--- src/rtl/remap_pkg.sv ---
package remap_pkg;
  typedef enum logic [1:0] {
    MAP_MAIN     = 2'b00,
    MAP_SYSFLASH = 2'b01,
    MAP_EXTBANK  = 2'b10,
    MAP_SRAM     = 2'b11
  } map_mode_e;

  localparam int NUM_TARGETS = 4;

  typedef struct packed {
    logic in_win;   // address inside the low alias window
    logic ext_ok;   // window offset inside the reachable external regions
    logic in_regs;  // address inside external controller register space
  } addr_class_t;
endpackage

--- src/rtl/remap_mode_reg.sv ---
module remap_mode_reg
  import remap_pkg::*;
#(
  parameter int DATA_W = 32
) (
  input  logic              clk,
  input  logic              rst,
  input  logic [1:0]        boot_mode_i,
  input  logic              cfg_we,
  input  logic [DATA_W-1:0] cfg_wdata,
  output map_mode_e         mode_o,
  output logic [DATA_W-1:0] cfg_rdata
);
  localparam int PAD_W = DATA_W - 2;

  map_mode_e mode_q;
  logic      unused_hi;

  // Reload from strap pins on every reset edge; the last one wins.
  always_ff @(posedge clk) begin
    if (rst)         mode_q <= map_mode_e'(boot_mode_i);
    else if (cfg_we) mode_q <= map_mode_e'(cfg_wdata[1:0]);
  end

  assign unused_hi = ^cfg_wdata[DATA_W-1:2];
  assign mode_o    = mode_q;
  assign cfg_rdata = {{PAD_W{1'b0}}, mode_q};
endmodule

--- src/rtl/remap_addr_class.sv ---
module remap_addr_class
  import remap_pkg::*;
#(
  parameter int                ADDR_W          = 32,
  parameter int                WIN_LOG2        = 29,
  parameter int                EXT_REGION_LOG2 = 26,
  parameter int                EXT_REGIONS     = 2,
  parameter int                EXT_REG_LOG2    = 12,
  parameter logic [ADDR_W-1:0] EXT_REG_BASE    = 32'hA000_0000
) (
  input  logic [ADDR_W-1:0] addr_i,
  output addr_class_t       cls_o
);
  localparam int HI_W = ADDR_W - WIN_LOG2;
  localparam logic [WIN_LOG2:0] EXT_SPAN =
    (WIN_LOG2+1)'(EXT_REGIONS) << EXT_REGION_LOG2;

  always_comb begin
    cls_o.in_win  = (addr_i[ADDR_W-1:WIN_LOG2] == {HI_W{1'b0}});
    cls_o.ext_ok  = ({1'b0, addr_i[WIN_LOG2-1:0]} < EXT_SPAN);
    cls_o.in_regs = (addr_i[ADDR_W-1:EXT_REG_LOG2] ==
                     EXT_REG_BASE[ADDR_W-1:EXT_REG_LOG2]);
  end
endmodule

--- src/rtl/remap_out_stage.sv ---
module remap_out_stage
  import remap_pkg::*;
(
  input  logic                   clk,
  input  logic                   rst,
  input  logic                   valid_i,
  input  map_mode_e              mode_i,
  input  addr_class_t            cls_i,
  output logic [NUM_TARGETS-1:0] tgt_sel_o,
  output logic                   pass_o,
  output logic                   ext_reg_sel_o,
  output logic                   bus_err_o
);
  logic                   ext_mode;
  logic                   win_hit;
  logic                   win_err;
  logic                   reg_block;
  logic [NUM_TARGETS-1:0] sel_d;

  always_comb begin
    ext_mode  = (mode_i == MAP_EXTBANK);
    win_hit   = valid_i & cls_i.in_win;
    win_err   = win_hit & ext_mode & ~cls_i.ext_ok;
    reg_block = valid_i & cls_i.in_regs & ext_mode;
  end

  for (genvar t = 0; t < NUM_TARGETS; t++) begin : g_sel
    assign sel_d[t] = win_hit & ~win_err & (mode_i == map_mode_e'(t));
  end

  always_ff @(posedge clk) begin
    if (rst) begin
      tgt_sel_o     <= '0;
      pass_o        <= 1'b0;
      ext_reg_sel_o <= 1'b0;
      bus_err_o     <= 1'b0;
    end else begin
      tgt_sel_o     <= sel_d;
      pass_o        <= valid_i & ~cls_i.in_win & ~cls_i.in_regs;
      ext_reg_sel_o <= valid_i & cls_i.in_regs & ~ext_mode;
      bus_err_o     <= win_err | reg_block;
    end
  end
endmodule

--- src/rtl/code_alias_decoder.sv ---
module code_alias_decoder
  import remap_pkg::*;
#(
  parameter int                ADDR_W          = 32,
  parameter int                DATA_W          = 32,
  parameter int                WIN_LOG2        = 29,
  parameter int                EXT_REGION_LOG2 = 26,
  parameter int                EXT_REGIONS     = 2,
  parameter int                EXT_REG_LOG2    = 12,
  parameter logic [ADDR_W-1:0] EXT_REG_BASE    = 32'hA000_0000
) (
  input  logic                   clk,
  input  logic                   rst,
  input  logic [1:0]             boot_mode_i,
  input  logic                   cfg_we,
  input  logic [DATA_W-1:0]      cfg_wdata,
  output logic [DATA_W-1:0]      cfg_rdata,
  input  logic                   bus_valid,
  input  logic [ADDR_W-1:0]      bus_addr,
  output logic [NUM_TARGETS-1:0] tgt_sel,
  output logic                   pass_o,
  output logic                   ext_reg_sel_o,
  output logic                   bus_err_o
);
  map_mode_e   mode;
  addr_class_t cls;

  remap_mode_reg #(.DATA_W(DATA_W)) u_mode (
    .clk         (clk),
    .rst         (rst),
    .boot_mode_i (boot_mode_i),
    .cfg_we      (cfg_we),
    .cfg_wdata   (cfg_wdata),
    .mode_o      (mode),
    .cfg_rdata   (cfg_rdata)
  );

  remap_addr_class #(
    .ADDR_W          (ADDR_W),
    .WIN_LOG2        (WIN_LOG2),
    .EXT_REGION_LOG2 (EXT_REGION_LOG2),
    .EXT_REGIONS     (EXT_REGIONS),
    .EXT_REG_LOG2    (EXT_REG_LOG2),
    .EXT_REG_BASE    (EXT_REG_BASE)
  ) u_class (
    .addr_i (bus_addr),
    .cls_o  (cls)
  );

  remap_out_stage u_out (
    .clk           (clk),
    .rst           (rst),
    .valid_i       (bus_valid),
    .mode_i        (mode),
    .cls_i         (cls),
    .tgt_sel_o     (tgt_sel),
    .pass_o        (pass_o),
    .ext_reg_sel_o (ext_reg_sel_o),
    .bus_err_o     (bus_err_o)
  );
endmodule

--- config.mk ---
export PLATFORM = sky130hd
export DESIGN_NAME = code_alias_decoder
export DESIGN_NICKNAME = d
export VERILOG_FILES = /design/src/rtl/remap_pkg.sv /design/src/rtl/remap_mode_reg.sv /design/src/rtl/remap_addr_class.sv /design/src/rtl/remap_out_stage.sv /design/src/rtl/code_alias_decoder.sv
export SDC_FILE = /design/constraint.sdc
export NUM_CORES = 1
export LEC_CHECK = 0
export ABC_AREA = 0
export ABC_CLOCK_PERIOD_IN_PS = 2800
export BUFFER_PORTS_ARGS = -buffer_cell sky130_fd_sc_hd__buf_2
export CORE_MARGIN = 2
export CORE_UTILIZATION = 30
export DETAILED_ROUTE_END_ITERATION = 16
export GPL_TIMING_DRIVEN = 0
export PLACE_DENSITY_LB_ADDON = 0.15
export SLEW_MARGIN = 20
export SYNTH_ARGS = -nofsm -noshare
export SYNTH_HDL_FRONTEND = slang
export SYNTH_SLANG_ARGS = --single-unit
--- constraint.sdc ---
create_clock -name clk -period 2.8 [get_ports clk]
set_clock_uncertainty 0.15 [all_clocks]
set_input_delay 0.42 -clock clk [delete_from_list [all_inputs] [get_ports clk]]
set_output_delay 0.42 -clock clk [all_outputs]
set_load 0.005 [all_outputs]
==> results.txt <==
----------------------------------------------------
[Clock tree]
  Clock Root Buffer ... sky130_fd_sc_hd__clkbuf_4
  CTS sink cnt ... 9
  Clock insertion delay at the later pin of the skew report ... 0.25 ns
  Number of buffers inserted for hold repair after clock tree synthesis ... 0
  Reg clk slew, reported paths ... 0.06 ns
  Number of buffers inserted by post-CTS setup repair ... 0
  Number of levels the H-tree was split into ... 1
  Number of cells upsized or downsized after cts ... 0
  Number of buffers on the longest clock path ... 2
  Clock tree from TritonCTS ... yes
  CTS Buf Count ... 3

[Final layout]
  Filler instances ... 236
  Share of post-route cells with drive strength above 1 ... 58.8%
  Area growth from synthesis to final layout ... 52.7%
  Net count of the finished layout ... 207
  Layout Cells excl Fill ... 164
  Antenna cell count ... 0

[Detailed routing]
  Detail Route Antenna Nets ... 0
  Drt via density ... 3.49
  Wire length after detailed routing ... 1.24 mm
  Residual DRC count ... 0
  Final routed wire length divided by cell count ... 7.53 um
  Count of routing violations after the opening detailed-route iteration ... 1
  Vias ... 572
  First drt pass iteration count ... 2

[Floorplan]
  Initial core utilization ... 30.9%
  Standard cell core area ... 2150 um2
  Die area ... 2610 um2
  Count of pins on the block boundary ... 109
  Horizontal die dimension ... 51.1 um
  Number of placement rows ... 17
  Height of the chip ... 51.1 um

[Logic synthesis]
  Number of instances in the synthesized netlist ... 67
  Share of synthesized cell area in full adder, half adder and majority cells ... 0%
  Share of synthesized area spent on multiplexers ... 3.39%
  Fraction of the mapped netlist area in simple logic gates ... 29.9%
  Synthesis Warnings ... 0
  Share of synthesized area occupied by flip-flops and latches ... 30.1%
  Netlist cell types ... 22
  Fraction of the mapped netlist area in compound gates ... 2.07%
  Total of flip-flops plus latches after synthesis ... 9
  Netlist Area Pre-Place ... 664 um2
  Dominant combinational cell family by area after synthesis ... buffers and inverters
  Average footprint of a synthesized cell ... 9.92 um2
  Xor and xnor area share after synthesis ... 0%

[Placement]
  Final Wtd Congestion ... 0.606
  IO buf count ... 36
  Half-perimeter wire length of the detailed placement result ... 1.14 mm
  Cells after DPL ... 160

[Timing]
  Hold violation count in the final report ... 0
  Setup repair after global routing missed its margin ... no
  Tightest hold margin ... 0.236 ns
  Fmax ... 695 MHz
  Crit share post-route ... 51.4%
  Total count of max-transition violations in the final report ... 0
  Summed negative setup slack over all endpoints ... 0 ns
  Min Clock Period, post-route ... 1.44 ns
  Setup violation total in the final timing report ... 0

[Power and ir drop]
  Power density of the placed cells ... 324 nW/um2
  Overall Power ... 329 uW
  Max VDD drop ... 0.127 mV
  Cell leakage power ... 0.000553 uW

[Critical path]
  Total number of cells along the worst setup path ... 1
  Highest cell delay on the worst timing path ... 0.45 ns
  Endpoint of the most critical setup path ... cfg_rdata[1]
  CP Max Fanout ... 6
  Launching element type of the critical path ... flop
  Data required time at the worst endpoint ... 2.23 ns
  Slowest stage cell on the critical path ... sky130_fd_sc_hd__edfxtp_1
  FF-to-FF path depth ... 3
  Arrival time worst endpoint ... 0.87 ns
  Worst r2r dst ... u_out.bus_err_o$_SDFF_PP0_
  Buffering stage count on the worst path with inverters included ... 1
  Type of the worst setup path ... reg -> out
  Worst setup path startpoint ... u_mode.mode_o[1]$_DFFE_PP_
  Reg-to-Reg Start ... u_mode.mode_o[0]$_DFFE_PP_
  Worst Setup End Kind ... primary output
  Register-to-register setup slack ... 1.59 ns
  Crit path max-delay family ... flip-flops
  Cells along the critical path ... buf_2

[Global route]
  Pin count of the biggest net entering global routing ... 7
  Residual overflow from global routing ... 0
  Number of global-route vias before repair ... 496
  Number of antenna violations at the first check in global routing ... 0
  Wire length of the first global-routing pass ... 1.90 mm
  Total routing resource utilization after global routing ... 9.72%

[Hold path]
  Worst min-delay path category ... in -> reg

[Run status]
  Result of the run ... completed

[Job]
  Max-cap viol count ... 0

----------------------------------------------------
==> cells by family after synthesis <==
kind of cell	count (synthesis)
AO/OA/AOI/OAI	2
AND/OR/NAND/NOR	23
other	1
flip-flops	9
multiplexers	2
buffers and inverters	30
==> worst min path at each step <==
stage / startpoint / end / slack (ns) / cells past startpoint
2_1_floorplan: bus_addr[27] / u_out.tgt_sel_o[2]$_SDFF_PP0_ / 0.34 / 1
6_report: bus_addr[28] / u_out.tgt_sel_o[2]$_SDFF_PP0_ / 0.24 / 2
3_5_place_dp: u_mode.mode_o[0]$_DFFE_PP_ / u_out.tgt_sel_o[0]$_SDFF_PP0_ / 0.38 / 1
3_3_place_gp: u_mode.mode_o[0]$_DFFE_PP_ / u_out.tgt_sel_o[0]$_SDFF_PP0_ / 0.37 / 1
4_1_cts: bus_addr[28] / u_out.tgt_sel_o[2]$_SDFF_PP0_ / 0.23 / 2
5_1_grt: bus_addr[28] / u_out.tgt_sel_o[2]$_SDFF_PP0_ / 0.24 / 2
==> power by group <==
part           internal, uW  leakage [uW]  total (uW)  switching [uW]
sequential              138     0.0000770         142            4.28
clock                  54.9     0.0000150         101            45.8
combinational          52.0      0.000461        86.3            34.3
==> final cells by class <==
class | instances | area (um2) | area share [%]
multi-input cells | 57 | 348 | 34.3
plain buffers | 30 | 225 | 22.2
flip-flops and latches | 9 | 200 | 19.7
repair buffers | 36 | 180 | 17.8
well taps | 28 | 35.0 | 3.45
clock buffers | 4 | 26.3 | 2.59
==> state kept, by name, summed over array words and instances, names as in the netlist <==
register,flops
u_out.bus_err_o,1
u_mode.mode_o,2
u_out.tgt_sel_o,4
u_out.pass_o,1
u_out.ext_reg_sel_o,1
==> metrics by stage <==
stage / worst slack (ns) / area [um2] / util [%]
final: 1.36 / 1010 / 47.2
after global routing: 1.31 / 1010 / 47.2
after CTS: 1.35 / 1010 / 47.2
after detailed placement: 1.34 / 988 / 46.0
after global placement: 1.36 / 988 / 46.0
after floorplan: 1.53 / 773 / -
==> per-layer routing <==
layer / track usage [%] / wire length (um)
met1: 10.4 / 456
met2: 16.2 / 621
met3: 3.22 / 156
met4: 6.31 / 0
met5: 0 / 0
==> layout by cell type (no fill, tap or decap) <==
master                     netlist  routed
sky130_fd_sc_hd__nand3_1         2       2
sky130_fd_sc_hd__o21a_1          1       1
sky130_fd_sc_hd__and4_1          1       1
sky130_fd_sc_hd__nor3_2          2       2
sky130_fd_sc_hd__nor2_1          1       1
sky130_fd_sc_hd__conb_1          1      30
sky130_fd_sc_hd__and4bb_2        1       1
sky130_fd_sc_hd__nor3_1          1       1
sky130_fd_sc_hd__dfxtp_1         7       7
sky130_fd_sc_hd__nand2_1         4       4
sky130_fd_sc_hd__nor2b_1         2       2
sky130_fd_sc_hd__o22ai_1         1       1
sky130_fd_sc_hd__mux2_2          2       2
sky130_fd_sc_hd__nor4_1          1       1
sky130_fd_sc_hd__nor3b_1         1       1
sky130_fd_sc_hd__nor4_2          1       1
sky130_fd_sc_hd__edfxtp_1        2       2
sky130_fd_sc_hd__buf_4          30      30
sky130_fd_sc_hd__nor4_4          2       2
sky130_fd_sc_hd__nand2b_1        1       1
sky130_fd_sc_hd__or2_2           1       1
sky130_fd_sc_hd__buf_2           0      36
sky130_fd_sc_hd__nor4b_2         2       2
sky130_fd_sc_hd__clkbuf_4        0       3
sky130_fd_sc_hd__clkbuf_1        0       1
==> synthesized netlist by cell type, drive strengths merged <==
library cell,count,area share (%)
and4,1,1.3
nand2b,1,0.94
conb,1,0.56
nor3b,1,1.1
or2,1,0.94
and4bb,1,1.9
nor4b,2,4.5
nor2,1,0.56
edfxtp,2,9.0
buf,30,34
nor3,3,3.8
nand3,2,1.5
nor4,4,9.2
nand2,4,2.3
o21a,1,1.1
nor2b,2,1.9
o22ai,1,0.94
dfxtp,7,21
mux2,2,3.4
Note: power is estimated with default switching activity, not from simulation.
